File: src/rtl/mtmr_pkg.sv
package mtmr_pkg;
   // Word index taken from address bits 3:2; the order is fixed by the memory map.
   typedef enum logic [1:0] {
      MT_CNT_LO = 2'd0,
      MT_CNT_HI = 2'd1,
      MT_THR_LO = 2'd2,
      MT_THR_HI = 2'd3
   } mt_word_e;
endpackage

File: src/rtl/mtmr_bus_slv.sv
module mtmr_bus_slv
   import mtmr_pkg::*;
#(
   parameter int ADDR_W = 32
) (
   input  logic              clk_i,
   input  logic              rst_i,
   input  logic              cyc_i,
   input  logic              stb_i,
   input  logic              we_i,
   input  logic [ADDR_W-1:0] adr_i,
   output logic              ack_o,
   output logic              wr_go_o,
   output logic              rd_go_o,
   output mt_word_e          word_o
);
   logic ack_q;
   logic go;
   logic unused_addr_bits;

   // An access is accepted once; the acknowledge cycle blocks a repeat.
   assign go      = cyc_i & stb_i & ~ack_q;
   assign wr_go_o = go & we_i;
   assign rd_go_o = go & ~we_i;
   assign word_o  = mt_word_e'(adr_i[3:2]);
   assign ack_o   = ack_q;

   assign unused_addr_bits = ^{adr_i[ADDR_W-1:4], adr_i[1:0]};

   always_ff @(posedge clk_i) begin
      if (rst_i) ack_q <= 1'b0;
      else       ack_q <= go;
   end

   // a fresh strobe is acknowledged on the following edge
   p_ack_follows_strobe_r6: assert property (@(posedge clk_i) disable iff (rst_i)
      (cyc_i && stb_i && !ack_q) |=> ack_q);
   // no strobe, no acknowledge
   p_no_ack_idle_r6: assert property (@(posedge clk_i) disable iff (rst_i)
      !(cyc_i && stb_i) |=> !ack_q);
endmodule

File: src/rtl/mtmr_half_reg.sv
module mtmr_half_reg #(
   parameter int          DATA_W    = 32,
   parameter bit          COUNT_EN  = 1'b0,
   parameter logic [2*DATA_W-1:0] RESET_VAL = '0
) (
   input  logic                  clk_i,
   input  logic                  rst_i,
   input  logic                  wr_lo_i,
   input  logic                  wr_hi_i,
   input  logic [DATA_W/8-1:0]   be_i,
   input  logic [DATA_W-1:0]     wdata_i,
   output logic [2*DATA_W-1:0]   q_o
);
   localparam int BYTES = DATA_W / 8;
   localparam int FULL_W = 2 * DATA_W;

   logic [FULL_W-1:0] q_q;
   logic [FULL_W-1:0] merged;
   logic [1:0]        wr_half;
   logic              any_wr;

   assign wr_half = {wr_hi_i, wr_lo_i};
   assign any_wr  = wr_lo_i | wr_hi_i;
   assign q_o     = q_q;

   // Byte-lane merge: each lane of each half takes bus data only when selected.
   for (genvar h = 0; h < 2; h++) begin : g_half
      for (genvar b = 0; b < BYTES; b++) begin : g_lane
         assign merged[h*DATA_W + b*8 +: 8] =
            (wr_half[h] && be_i[b]) ? wdata_i[b*8 +: 8] : q_q[h*DATA_W + b*8 +: 8];
      end
   end

   if (COUNT_EN) begin : g_counter
      always_ff @(posedge clk_i) begin
         if (rst_i)       q_q <= RESET_VAL;
         else if (any_wr) q_q <= merged;
         else             q_q <= q_q + {{(FULL_W-1){1'b0}}, 1'b1};
      end

      // one step per idle cycle, wrapping by width
      p_count_step_r2: assert property (@(posedge clk_i) disable iff (rst_i)
         !any_wr |=> q_q == $past(q_q) + {{(FULL_W-1){1'b0}}, 1'b1});
   end else begin : g_holding
      always_ff @(posedge clk_i) begin
         if (rst_i)       q_q <= RESET_VAL;
         else if (any_wr) q_q <= merged;
      end

      // a register without counting holds when not written
      p_hold_unwritten_r5: assert property (@(posedge clk_i) disable iff (rst_i)
         !any_wr |=> $stable(q_q));
   end

   // writing the low half leaves the high half untouched
   p_low_write_isolated_r5: assert property (@(posedge clk_i) disable iff (rst_i)
      (wr_lo_i && !wr_hi_i) |=> q_q[FULL_W-1:DATA_W] == $past(q_q[FULL_W-1:DATA_W]));
   // a deselected byte lane keeps its value
   p_lane0_masked_r5: assert property (@(posedge clk_i) disable iff (rst_i)
      (wr_lo_i && !be_i[0]) |=> q_q[7:0] == $past(q_q[7:0]));
endmodule

File: src/rtl/mtmr_top.sv
module mtmr_top
   import mtmr_pkg::*;
#(
   parameter int DATA_W = 32,
   parameter int ADDR_W = 32
) (
   input  logic                clk_i,
   input  logic                rst_i,
   input  logic                cyc_i,
   input  logic                stb_i,
   input  logic                we_i,
   input  logic [ADDR_W-1:0]   adr_i,
   input  logic [DATA_W-1:0]   dat_i,
   input  logic [DATA_W/8-1:0] sel_i,
   output logic [DATA_W-1:0]   dat_o,
   output logic                ack_o,
   output logic                irq_o
);
   localparam int CNT_W = 2 * DATA_W;

   if (DATA_W < 8 || DATA_W % 8 != 0) begin : g_bad_data_w
      $error("mtmr_top: DATA_W must be a positive multiple of 8");
   end
   if (ADDR_W < 4) begin : g_bad_addr_w
      $error("mtmr_top: ADDR_W must be at least 4");
   end

   logic              wr_go, rd_go;
   mt_word_e          word;
   logic [CNT_W-1:0]  cnt_q, thr_q;
   logic              cnt_wr_lo, cnt_wr_hi, thr_wr_lo, thr_wr_hi;
   logic [DATA_W-1:0] rd_word;
   logic [DATA_W-1:0] dat_q;

   mtmr_bus_slv #(.ADDR_W(ADDR_W)) u_bus (
      .clk_i   (clk_i),
      .rst_i   (rst_i),
      .cyc_i   (cyc_i),
      .stb_i   (stb_i),
      .we_i    (we_i),
      .adr_i   (adr_i),
      .ack_o   (ack_o),
      .wr_go_o (wr_go),
      .rd_go_o (rd_go),
      .word_o  (word)
   );

   assign cnt_wr_lo = wr_go && (word == MT_CNT_LO);
   assign cnt_wr_hi = wr_go && (word == MT_CNT_HI);
   assign thr_wr_lo = wr_go && (word == MT_THR_LO);
   assign thr_wr_hi = wr_go && (word == MT_THR_HI);

   mtmr_half_reg #(.DATA_W(DATA_W), .COUNT_EN(1'b1), .RESET_VAL('0)) u_count (
      .clk_i   (clk_i),
      .rst_i   (rst_i),
      .wr_lo_i (cnt_wr_lo),
      .wr_hi_i (cnt_wr_hi),
      .be_i    (sel_i),
      .wdata_i (dat_i),
      .q_o     (cnt_q)
   );

   mtmr_half_reg #(.DATA_W(DATA_W), .COUNT_EN(1'b0), .RESET_VAL('1)) u_thresh (
      .clk_i   (clk_i),
      .rst_i   (rst_i),
      .wr_lo_i (thr_wr_lo),
      .wr_hi_i (thr_wr_hi),
      .be_i    (sel_i),
      .wdata_i (dat_i),
      .q_o     (thr_q)
   );

   always_comb begin
      unique case (word)
         MT_CNT_LO: rd_word = cnt_q[DATA_W-1:0];
         MT_CNT_HI: rd_word = cnt_q[CNT_W-1:DATA_W];
         MT_THR_LO: rd_word = thr_q[DATA_W-1:0];
         default:   rd_word = thr_q[CNT_W-1:DATA_W];
      endcase
   end

   always_ff @(posedge clk_i) begin
      if (rst_i)      dat_q <= '0;
      else if (rd_go) dat_q <= rd_word;
   end

   assign dat_o = dat_q;
   assign irq_o = (cnt_q >= thr_q);

   // the reset values keep the interrupt quiet right after release
   p_quiet_after_reset_r1: assert property (@(posedge clk_i) disable iff (rst_i)
      $past(rst_i) |-> !irq_o);
   // rolling past all ones lands on zero and drops the request
   p_wrap_to_zero_r9: assert property (@(posedge clk_i) disable iff (rst_i)
      (cnt_q == {CNT_W{1'b1}} && !cnt_wr_lo && !cnt_wr_hi) |=> (cnt_q == '0));
   // a read of the low counter word returns the value seen at acceptance
   p_read_cnt_lo_r7: assert property (@(posedge clk_i) disable iff (rst_i)
      (rd_go && word == MT_CNT_LO) |=> (ack_o && dat_o == $past(cnt_q[DATA_W-1:0])));
endmodule

File: config.mk
export PLATFORM = sky130hd
export DESIGN_NAME = mtmr_top
export DESIGN_NICKNAME = d
export VERILOG_FILES = /design/src/rtl/mtmr_pkg.sv /design/src/rtl/mtmr_bus_slv.sv /design/src/rtl/mtmr_half_reg.sv /design/src/rtl/mtmr_top.sv
export SDC_FILE = /design/constraint.sdc
export NUM_CORES = 1
export LEC_CHECK = 0
export CAP_MARGIN = 20
export CORE_MARGIN = 5
export CORE_UTILIZATION = 35
export CTS_CLUSTER_DIAMETER = 200
export DETAILED_ROUTE_END_ITERATION = 10
export HOLD_SLACK_MARGIN = 0.06
export PLACE_DENSITY = 0.55
export SLEW_MARGIN = 20
export SYNTH_ARGS = -nofsm -noshare
export SYNTH_HDL_FRONTEND = slang
export SYNTH_SLANG_ARGS = --single-unit
File: constraint.sdc
create_clock -name clk_i -period 2.9 [get_ports clk_i]
set_input_delay 0.58 -clock clk_i [delete_from_list [all_inputs] [get_ports clk_i]]
set_output_delay 0.58 -clock clk_i [all_outputs]
set_load 0.01 [all_outputs]
==> out/results.txt, run 1 <==
Clock Sinks: 161
final antenna-violating net count: 0
top cell type's share of synthesized area: 32.9%
clk buf depth: 2
Slew Limit Headroom: 48.6%
failing checks: setup timing
total gr overflow: 0
DR WL/cell: 19.0 µm
Rows: 61
Seq/Total Area, Yosys: 32.9%
global placement routability congestion: 0.923
vias per cell: 5.59
clock network fraction of total power: 45.2%
Async SR Flop Fraction: 0%
crit path cell chain: inv_1 > ha_1 > nand4_1 > nor4_2 > buf_4 > nand2_1 > a211oi_2 > nor3_2 > a21oi_2 > buf_2
yosys warns: 0
CTS root buf: clkbuf_16
Worst-Skew Late Latency: 0.44 ns
Area Growth Syn to Fin: 29.3%
H-tree depth: 4
largest net degree at the start of global routing: 60
Worst R2R Path Depth: 9
Syn Nets: 1329
Post-synth top flop: dfxtp_1
synthesized area: 9790 µm²
power per cell area: 408 nW/µm²
vias in the first global route: 9571
die area: 31400 µm²
Synth Area per Inst: 8.22 µm²
worst hold path class: flip-flop to flip-flop
first-pass GRT wire length: 53.0 mm
routed wire length: 33.6 mm
Synth cell types: 71
worst hold start: dat_o[14]
CTS tree: yes
CP Class: flip-flop to output pin
slowest stage cell, crit path: dfxtp_2
clock-pin slew on the worst setup and hold paths: 0.06 ns
unrepaired setup endpoints after global routing: yes
setup violators final: 1
via count: 9859
startpoint types: flip-flop
total CTS buffers: 17
Final min period: 3.04 ns
die height: 177 µm
antenna violations before repair: 0
Worst Max-Slew Pin Slew: 0.771 ns
Critical Path Fanout Max: 2
Combinational Power Share: 10.5%
fin. max-slew vios: 0
layout net count: 1511
diode count: 0
sequential share of power: 44.2%
nature of the critical path endpoint: output pin
post-synthesis register bit count: 161
cell taking the most area after synthesis: dfxtp_1
layout cells sized above 1: 20.1%
core area: 27700 µm²
Initial DRC Count: 758
# DRC: 0
Initial Utilization: 35.3%
hold_ws: 0.454 ns
Crit path largest cell delay: 0.33 ns
Setup TNS: -0.143 ns
status: finished, violations left
drt pass-1 iters: 7
io pins: 107
Int Power: 3.82 mW
number of synthesized flops with an enable pin: 0
Psw: 1.34 mW
min setup slack post-route: -0.143 ns
Final Hold Fails: 0
fmax: 329 MHz
period utilisation layout: 105%
Area after DPL: 12000 µm²
hold path cells: 2
design area: 12700 µm²
leakage: 5.59 nW
Setup Skew: 0.0119 ns
switching part of the total: 26.0%
R2R Path Start: u_count.q_o[0]
Die W: 177 µm
Critical Path RT: 2.32 ns
gr usage total: 21.4%
detailed placement HPWL: 25.0 mm
Post-Synthesis Cells: 1191
VDD IR max: 0.324 mV
Max-Cap Viols: 0
IO buf count: 76
worst setup path start: u_thresh.q_o[31]
top post-synthesis cells by area: dfxtp_1 33%, ha_1 8.3%, nand2_1 8.0%
Worst Path Arrival: 2.46 ns
[timing repair]
item                                    in CTS  in global routing
pin swaps                                   11                  4
hold endpoints to repair                     0                  0
buffers inserted                             0                  0
hold buffers                                 0                  0
gates resized for setup                     23                  8
endpoints found under the setup margin       1                  1
[per-layer routing]
metal	part of all wire [%]	track usage, %	routed length, µm
met5	0	0	0
met4	1.6	5.09	529
met3	5.8	2.82	1940
met2	46	34.5	15400
met1	47	30.5	15700
[path summary, 6_finish.rpt]
| path | to | slack [ns] |
|---|---|---|
| worst max-delay path | irq_o | -0.14 |
| worst min-delay path | dat_o[14] | 0.45 |
| worst max register to register | u_count.q_o[48] | 0.32 |
| worst min register to register | dat_o[14] | 0.45 |
[layout by cell type, fill, tap and decap left out, types with 29 or more instances in the layout]
master and n:
dfxtp_1 154, inv_1 73, buf_4 150, nand3_1 100
mux4_2 31, a21oi_1 90, ha_1 62, nand2_1 209
o211ai_1 39, nand4_1 29, nor2_1 50, clkdlybuf4s50_1 72
[cells in the mapped netlist (all sizes together) (4+ instances only)]
cell and count:
nand2 211, dfxtp 161, nand3 102, a21oi 92
inv 75, ha 65, clkbuf 54, nor2 53
o211ai 39, mux4 32, nand4 32, o21ai 31
a211oi 30, nor3 28, and3 23, nor4 20
a31oi 13, and2 12, buf 12, and4 10
mux2 8, or3 8, a21o 7, xnor2 7
a221oi 6, xor2 6, o311ai 5, a311oi 4
a32oi 4, or4 4
[power by group through the flow]
stage / clock (mW) / sequential (mW) / combinational [mW]
floorplan: 0 / 2.34 / 0.250
global placement: 0 / 2.33 / 0.530
detailed placement: 0 / 2.33 / 0.534
CTS: 2.38 / 2.28 / 0.545
global route: 2.47 / 2.29 / 0.588
finish: 2.33 / 2.28 / 0.543
[layout make-up]
cell class / count / area, µm²
Fill cell: 2733 / 15100
Multi-Input combinational cell: 889 / 6130
Sequential cell: 161 / 3230
Timing Repair Buffer: 229 / 1940
Tap cell: 378 / 473
Clock buffer: 21 / 460
Inverter: 75 / 282
Clock inverter: 11 / 133
[flip-flops by register name (all words and copies together), names as in the netlist]
register / cells
u_count.q_o: 64
u_thresh.q_o: 64
dat_o: 32
u_bus.ack_o: 1
[worst max-delay path, delay by kind of cell, from the launching register on]
family,cells,cell delay (ns)
adders and majority gates,1,0.28
AOI/OAI and AO/OA,2,0.45
buffers and inverters,3,0.37
and+or+nand+nor,4,0.61
DFF,1,0.33
[cell families after synthesis]
group | synth area share, %
and+or+nand+nor | 26.9
muxes | 8.53
DFF | 32.9
adders and majority gates | 8.31
buffers and inverters | 5.61
xor gates and xnor gates | 1.16
AOI/OAI and AO/OA | 16.5
[stage by stage]
step	power, mW	utilization (%)	setup WS (ns)	std cells
after floorplan	2.59	-	0.662	1191
after global routing	5.35	45.7	-0.199	1764
final	5.16	45.7	-0.143	1764
after detailed placement	2.86	43.2	-0.222	1732
after global placement	2.86	43.2	-0.123	1732
after CTS	5.20	45.6	-0.106	1764
Power figures use the tool's default switching activity.
==> run 2, diff against run 1 <==
- ABC_CLOCK_PERIOD_IN_PS: unset -> 2900
- SLEW_MARGIN: 20 -> unset
==> results of run 2 <==
The final DEF is identical to that of run 1; final timing and power are the same.
